## config.mk

```make
export PLATFORM = sky130hd
export DESIGN_NAME = gate_sequencer
export DESIGN_NICKNAME = d
export VERILOG_FILES = /design/src/rtl/gs_pkg.sv /design/src/rtl/gs_pwm_latch.sv /design/src/rtl/gs_nonoverlap.sv /design/src/rtl/gs_neg_hold.sv /design/src/rtl/gs_override.sv /design/src/rtl/gate_sequencer.sv
export SDC_FILE = /design/constraint.sdc
export NUM_CORES = 1
export LEC_CHECK = 0
export CAP_MARGIN = 20
export CELL_PAD_IN_SITES_DETAIL_PLACEMENT = 0
export CELL_PAD_IN_SITES_GLOBAL_PLACEMENT = 1
export CORE_AREA = 4 4 41 43
export CTS_BUF_LIST = sky130_fd_sc_hd__clkbuf_8 sky130_fd_sc_hd__clkbuf_16
export CTS_CLUSTER_SIZE = 25
export DETAILED_ROUTE_END_ITERATION = 8
export DIE_AREA = 0 0 45 47
export DONT_BUFFER_PORTS = 1
export PLACE_DENSITY = 0.4
export SLEW_MARGIN = 40
export SYNTH_ARGS = -nofsm -noshare
export SYNTH_HDL_FRONTEND = slang
export SYNTH_SLANG_ARGS = --single-unit
export TNS_END_PERCENT = 20
```

## constraint.sdc

```tcl
create_clock -name clk -period 3.5 [get_ports clk]
set_clock_uncertainty 0.15 [all_clocks]
set_input_delay 0.7 -clock clk [delete_from_list [all_inputs] [get_ports clk]]
set_output_delay 0.7 -clock clk [all_outputs]
set_load 0.02 [all_outputs]
```

## src/rtl/gs_pkg.sv

```systemverilog
package gs_pkg;
   typedef struct packed {
      logic hs;
      logic ls;
   } gate_t;

   typedef enum logic [2:0] {
      OVR_NONE   = 3'd0,
      OVR_LSOFF  = 3'd1,
      OVR_PARK   = 3'd2,
      OVR_OVP    = 3'd3,
      OVR_DEBUG  = 3'd4
   } ovr_e;
endpackage

```

## src/rtl/gs_pwm_latch.sv

```systemverilog
module gs_pwm_latch (
   input  logic clk,
   input  logic rst_n,
   input  logic set_i,
   input  logic clr_i,
   output logic q_o
);
   logic q_r;

   always_ff @(posedge clk or negedge rst_n) begin
      if (!rst_n)      q_r <= 1'b0;
      else if (clr_i)  q_r <= 1'b0;
      else if (set_i)  q_r <= 1'b1;
   end

   assign q_o = q_r;


   clear_wins_chk: assert property (@(posedge clk) disable iff (!rst_n)
      clr_i |=> !q_o);


   set_only_by_slot_chk: assert property (@(posedge clk) disable iff (!rst_n)
      $rose(q_o) |-> $past(set_i));
endmodule

```

## src/rtl/gs_nonoverlap.sv

```systemverilog
module gs_nonoverlap
   import gs_pkg::*;
(
   input  logic  clk,
   input  logic  rst_n,
   input  logic  pwm_i,
   input  logic  lo_below_i,
   input  logic  sw_below_i,
   output gate_t gate_o
);
   logic hs_arm, ls_arm;

   // Each arm latches its permission and is dropped only by the opposite latch state.
   always_ff @(posedge clk or negedge rst_n) begin
      if (!rst_n) begin
         hs_arm <= 1'b0;
         ls_arm <= 1'b0;
      end else begin
         hs_arm <= pwm_i  & (hs_arm | lo_below_i);
         ls_arm <= !pwm_i & (ls_arm | sw_below_i);
      end
   end

   // Qualify with the live latch state so a flip removes the old gate at once.
   assign gate_o.hs = hs_arm & pwm_i;
   assign gate_o.ls = ls_arm & !pwm_i;


   hs_after_lo_chk: assert property (@(posedge clk) disable iff (!rst_n)
      $rose(hs_arm) |-> $past(lo_below_i));


   ls_after_sw_chk: assert property (@(posedge clk) disable iff (!rst_n)
      $rose(ls_arm) |-> $past(sw_below_i));


   hs_hold_chk: assert property (@(posedge clk) disable iff (!rst_n)
      ($past(hs_arm) && $past(pwm_i) && pwm_i) |-> gate_o.hs);
endmodule

```

## src/rtl/gs_neg_hold.sv

```systemverilog
module gs_neg_hold #(
   parameter int unsigned LATCHED = 1
) (
   input  logic clk,
   input  logic rst_n,
   input  logic set_i,
   input  logic low_i,
   input  logic neg_i,
   output logic hold_o
);
   logic cond;
   assign cond = low_i & neg_i;

   generate
      if (LATCHED > 1) begin : g_bad
         $error("gs_neg_hold: LATCHED must be 0 or 1");
      end

      if (LATCHED == 1) begin : g_latched
         logic held;

         // The condition dominates; the next set pulse releases the hold.
         always_ff @(posedge clk or negedge rst_n) begin
            if (!rst_n)      held <= 1'b0;
            else if (cond)   held <= 1'b1;
            else if (set_i)  held <= 1'b0;
         end

         assign hold_o = held | cond;


         neg_keep_chk: assert property (@(posedge clk) disable iff (!rst_n)
            (held && !set_i) |=> hold_o);
      end else begin : g_direct
         assign hold_o = cond;
      end
   endgenerate
endmodule

```

## src/rtl/gs_override.sv

```systemverilog
module gs_override
   import gs_pkg::*;
(
   input  gate_t pwm_gate_i,
   input  logic  debug_i,
   input  logic  ovp_i,
   input  logic  park_i,
   input  logic  lsoff_i,
   output gate_t gate_o,
   output logic  tri_o
);
   ovr_e sel;

   always_comb begin
      if (debug_i)      sel = OVR_DEBUG;
      else if (ovp_i)   sel = OVR_OVP;
      else if (park_i)  sel = OVR_PARK;
      else if (lsoff_i) sel = OVR_LSOFF;
      else              sel = OVR_NONE;
   end

   always_comb begin
      gate_o = pwm_gate_i;
      tri_o  = 1'b0;
      unique case (sel)
         OVR_DEBUG, OVR_PARK: begin
            gate_o = '0;
            tri_o  = 1'b1;
         end
         OVR_OVP: begin
            gate_o.hs = 1'b0;
            gate_o.ls = 1'b1;
         end
         OVR_LSOFF: begin
            gate_o.ls = 1'b0;
            tri_o     = !pwm_gate_i.hs;
         end
         default: ;
      endcase
   end
endmodule

```

## src/rtl/gate_sequencer.sv

```systemverilog
module gate_sequencer #(
   parameter int unsigned NEG_LATCHED = 1
) (
   input  logic clk,
   input  logic rst_n,
   input  logic slot_set,
   input  logic ramp_cross,
   input  logic lo_below,
   input  logic sw_below,
   input  logic brake,
   input  logic ovp,
   input  logic debug,
   input  logic pwr_off,
   input  logic out_low,
   input  logic neg_cur,
   output logic hs_en,
   output logic ls_en,
   output logic tri_state
);
   import gs_pkg::*;

   logic  pwm_q;
   logic  neg_hold;
   gate_t pwm_gate;
   gate_t out_gate;

   gs_pwm_latch u_latch (
      .clk   (clk),
      .rst_n (rst_n),
      .set_i (slot_set),
      .clr_i (ramp_cross),
      .q_o   (pwm_q)
   );

   gs_nonoverlap u_nov (
      .clk        (clk),
      .rst_n      (rst_n),
      .pwm_i      (pwm_q),
      .lo_below_i (lo_below),
      .sw_below_i (sw_below),
      .gate_o     (pwm_gate)
   );

   gs_neg_hold #(.LATCHED(NEG_LATCHED)) u_neg (
      .clk    (clk),
      .rst_n  (rst_n),
      .set_i  (slot_set),
      .low_i  (out_low),
      .neg_i  (neg_cur),
      .hold_o (neg_hold)
   );

   gs_override u_ovr (
      .pwm_gate_i (pwm_gate),
      .debug_i    (debug),
      .ovp_i      (ovp),
      .park_i     (pwr_off),
      .lsoff_i    (brake | neg_hold),
      .gate_o     (out_gate),
      .tri_o      (tri_state)
   );

   assign hs_en = out_gate.hs;
   assign ls_en = out_gate.ls;


   no_shoot_chk: assert property (@(posedge clk) disable iff (!rst_n)
      !(hs_en && ls_en));


   ovp_force_chk: assert property (@(posedge clk) disable iff (!rst_n)
      (ovp && !debug) |-> (ls_en && !hs_en));


   debug_off_chk: assert property (@(posedge clk) disable iff (!rst_n)
      debug |-> (!hs_en && !ls_en && tri_state));


   brake_ls_chk: assert property (@(posedge clk) disable iff (!rst_n)
      (brake && !ovp) |-> !ls_en);


   clear_hs_chk: assert property (@(posedge clk) disable iff (!rst_n)
      ramp_cross |=> !hs_en);
endmodule

```

# [After elaboration in Yosys (flattened, before gate mapping)]
# Cells that the tools add are included.
[word_totals] output_inout_bits=3 elab_cells=35 inputBits=12 register_bits=4
[classes] n_reduce_logical=7 n_eq_ne=4 bitwise=9 n_mux=11
[op_table] op="two-way mux 3 bit" n=3
[op_table] op="== test 3 x 2 -> 1 bit (second input constant)" n=2
[op_table] op="two-way mux 1 bit" n=6
[op_table] op="OR reduction 3 bit" n=2
[op_table] op="bitwise AND 1 bit" n=5
[op_table] op="OR 1 bit" n=4
[op_table] op="case mux 1 bit (2 select lines)" n=2
[op_table] op="nonzero test 2 bit" n=2
[op_table] op="== test 3 x 1 -> 1 bit (second input constant)" n=1
[op_table] op="== test 3 bit (second input constant)" n=1
[op_table] op="zero test 1 bit" n=2
[op_table] op="OR reduction 2 bit" n=1

# [Logic depth before layout (Yosys ltp)]
[depth] ltp_word=10 ltp_mapped=2 ltp_nobuf=2

# [Modules after synthesis]
# Synthesis repeated with hierarchy kept, for this count alone.
[hier_totals] hier_cells=20 area_unflattened_um2=211.5
[modules_own_cells] mod="gs_nonoverlap" instances=1 cells_each=6 seq_area_each_um2=50.0 area_per_inst_um2=81.3
[modules_own_cells] mod="gs_neg_hold" instances=1 cells_each=5 seq_area_each_um2=25.0 area_per_inst_um2=45.0
[modules_own_cells] mod="gs_override" instances=1 cells_each=6 seq_area_each_um2=0.0 area_per_inst_um2=43.8
[modules_own_cells] mod="gs_pwm_latch" instances=1 cells_each=2 seq_area_each_um2=25.0 area_per_inst_um2=35.0
[modules_own_cells] mod="gate_sequencer" instances=1 cells_each=1 seq_area_each_um2=0.0 area_per_inst_um2=6.3

# [Least setup slack after synthesis]
# OpenSTA, ideal clock, no wires.
[synth_timing] path_kind="in2out" start="input port pwr_off" end="output port ls_en" path_stages=2 arrival_ps=1560 path_slack_ps=1090 path_buffers=0 required_time_ps=2650 cell_sequence="or4b_1 -> o22ai_1"
[synth_via] elab_chain_cells=6 elab_cells_between_ends=9 cone_classes="eq/ne (4); mux (4); reduce/logical (1)"
[synth_rtl] item="from (decl)" line_no="gate_sequencer.sv:13" rtl="input logic pwr_off,"
[synth_rtl] item="two-way mux 3 bit *" line_no="gs_override.sv:17" rtl="else if (park_i) sel = OVR_PARK;"
[synth_rtl] item="two-way mux 3 bit *" line_no="gs_override.sv:16" rtl="else if (ovp_i) sel = OVR_OVP;"
[synth_rtl] item="two-way mux 3 bit *" line_no="gs_override.sv:15" rtl="if (debug_i) sel = OVR_DEBUG;"
[synth_rtl] item="== test 3 x 1 -> 1 bit (tied with other cells)" line_no="gs_override.sv:25" rtl="unique case (sel)"
[synth_rtl] item="OR reduction 3 bit (no source line)"
[synth_rtl] item="case mux 1 bit (2 select lines) *" line_no="gs_override.sv:25"
[synth_rtl] item="to (decl)" line_no="gate_sequencer.sv:17" rtl="output logic ls_en,"
# Mark *: on every way between the ends. The rest lies on a longest branch, timed or not.

# [Worst setup path after layout]
# Same ends and word-level chain as after synthesis.

==> impl_metrics.tcl <==
set metrics [dict create \
    place_hpwl_um 442 \
    cp_num_buf_inv 0 \
    grt_util_met2 0.0621 \
    post_cts_resized 0 \
    die_h_um 47 \
    met3_usage 0.0268 \
    viasPerCell 4.18 \
    drtPass1Iterations 1 \
    arrival_ns 1.61 \
    grt_max_degree 7 \
    final_util 0.197 \
    fmax_ghz 0.406 \
    syn-instance-count 20 \
    core_um2 1300 \
    maxSlewHeadroom 0.622 \
    hold_path.class "in2async" \
    cts_tree "done" \
    antenna_found_initial 0 \
    switching_share 0.189 \
    ir_drop_mv 0.121 \
    total_power_uw 158 \
    grtUsageTotal 0.0546 \
    synth.distinct_cells 12 \
    syn_avg_cell_area_um2 9.51 \
    path_max_fanout 3 \
    clock_sinks 4 \
    detail-route-antenna-nets 0 \
    cts_max_level 1 \
    synth_warnings 0 \
    cts_root_buffer "clkbuf_8" \
    clockBufferDepth 2 \
    ys_seq_elements 4 \
    netlist_area_um2 190 \
    critPathTopFamily "simple AND/OR/NAND/NOR gates" \
    top_usage_layer "met4" \
    tightest_slew_ns 0.562 \
    start_util 0.146 \
    ios 15 \
    crit_type "in2out" \
    setup_violations 0 \
    intPower_uw 128 \
    area_growth_pct 34.9 \
    die_area_um2 2120 \
    synth-seq-area-share 0.526 \
    wl_um 516 \
    seq_power_share 0.337 \
    critPathCaptureType "output pin" \
    grt_use_met1 0.0572 \
    clk_pin_slew_ns 0.03 \
    drc 0 \
    path_cells "or4b_1 -> o22ai_1" \
    fp-row-count 13 \
    crit_path_start_kind "primary input" \
    grt_pass1_wl_um 683 \
    vias 159 \
    max_stage_delay_ns 0.52 \
    fin_setup_tns_ns 0 \
    required_ns 2.65 \
    clockPowerShare 0.599 \
    outcome "complete, no violations" \
    post_cts_buffers 0 \
    first_iter_violations 0 \
    cpMaxStageDelayCell "or4b_1" \
    numCtsBuffers 3 \
    p_per_area_nw_per_um2 616 \
    place.gp.congestion 0.621 \
    fin_crit_sh 0.704 \
    grt-ovfl-total 0 \
    synth_nets 32 \
    drive_above_1_share 0.217 \
    io_buffers 0 \
    ctsHoldBuffers 0 \
    layout.nets 37 \
    max-cap-violations 0 \
    rsz0062_at_grt "false" \
    wl_per_cell_um 13.6 \
    diodes 0 \
    power_frac_comb 0.064 \
    p_sw_uw 29.9 \
    final.min_clock_period_ns 2.46 \
    die_w_um 45 \
    drv_slew 0 \
    grt_pass1_vias 158 \
    hold_viol_final 0 \
    leakagePower_uw 0.000107 \
    clock_latency_ns 0.21 \
]
[cell type report]
class	count	area, um2
inverter	2	7.51
sequential	4	100
clock buffer	3	41.3
multi-input combinational	14	88.8
tap	15	18.8
fill	154	1040
[state kept, by name, summed over array words and instances (netlist names)]
name                  count
u_neg.g_latched.held      1
u_nov.ls_arm              1
u_nov.hs_arm              1
u_latch.q_o               1
[worst paths after layout]
path	start	end	slack, ns	cells past startpoint
hold / removal	rst_n	u_nov.ls_arm	0.03	0
setup / recovery	pwr_off	ls_en	1.04	2
hold reg to reg	u_nov.ls_arm	u_nov.ls_arm	0.34	2
max in group asynchronous	rst_n	u_neg.g_latched.held	3.10	0
setup reg to reg	u_latch.q_o	u_latch.q_o	2.66	2
min in group clk	u_nov.ls_arm	u_nov.ls_arm	0.34	2
[placed cells by master, fill, tap and decap left out]
cell type,netlist,layout
a211o_1,1,1
a21oi_1,1,1
a221o_2,1,1
clkbuf_8,0,3
dfrtp_1,4,4
inv_1,2,2
nand2_1,2,2
nor2_1,4,4
nor4_2,0,1
o21a_1,1,1
o21ai_0,1,1
o22ai_1,1,1
or4b_1,1,1
[through the flow]
stage / std cells / hold WS [ns] / setup WS, ns / cell area, um2
global route: 38 / 0.0261 / 1.02 / 256
CTS: 38 / 0.0263 / 1.03 / 256
finish: 38 / 0.0326 / 1.04 / 256
detailed placement: 35 / 0.255 / 1.03 / 215
floorplan: 20 / 0.254 / 1.09 / 190
global placement: 35 / 0.255 / 1.05 / 209
[power groups by stage]
stage / Clock, uW / Combinational (uW) / Sequential, uW
floorplan: 0 / 9.08 / 52.9
global placement: 0 / 9.98 / 53.7
detailed placement: 0 / 10.2 / 53.8
finish: 94.6 / 10.1 / 53.3
global route: 99.6 / 11.3 / 53.9
CTS: 98.1 / 10.3 / 53.3
[Yosys cell counts]
cell type / number / area (um2)
dfrtp_1: 4 / 100
nor2_1: 4 / 15.0
nor4_1: 1 / 6.26
a211o_1: 1 / 8.76
o22ai_1: 1 / 6.26
or4b_1: 1 / 10.0
a21oi_1: 1 / 5.00
a221o_2: 1 / 11.3
o21ai_0: 1 / 5.00
o21a_1: 1 / 7.51
inv_1: 2 / 7.51
nand2_1: 2 / 7.51
[per-layer routing]
| metal | wire length [um] | part of all wire |
|---|---|---|
| met1 | 184 | 0.36 |
| met2 | 268 | 0.52 |
| met3 | 63 | 0.12 |
| met4 | 0 | 0 |
| met5 | 0 | 0 |
[cells by family (layout without fill, tap and decap cells)]
family                 Yosys count  in the layout  synth area share
AO/OA/AOI/OAI                    6              6             0.230
flip-flops                       4              4             0.526
buffers and inverters            2              5            0.0395
AND/OR/NAND/NOR                  8              8             0.204
Power figures use the tool's default switching activity.
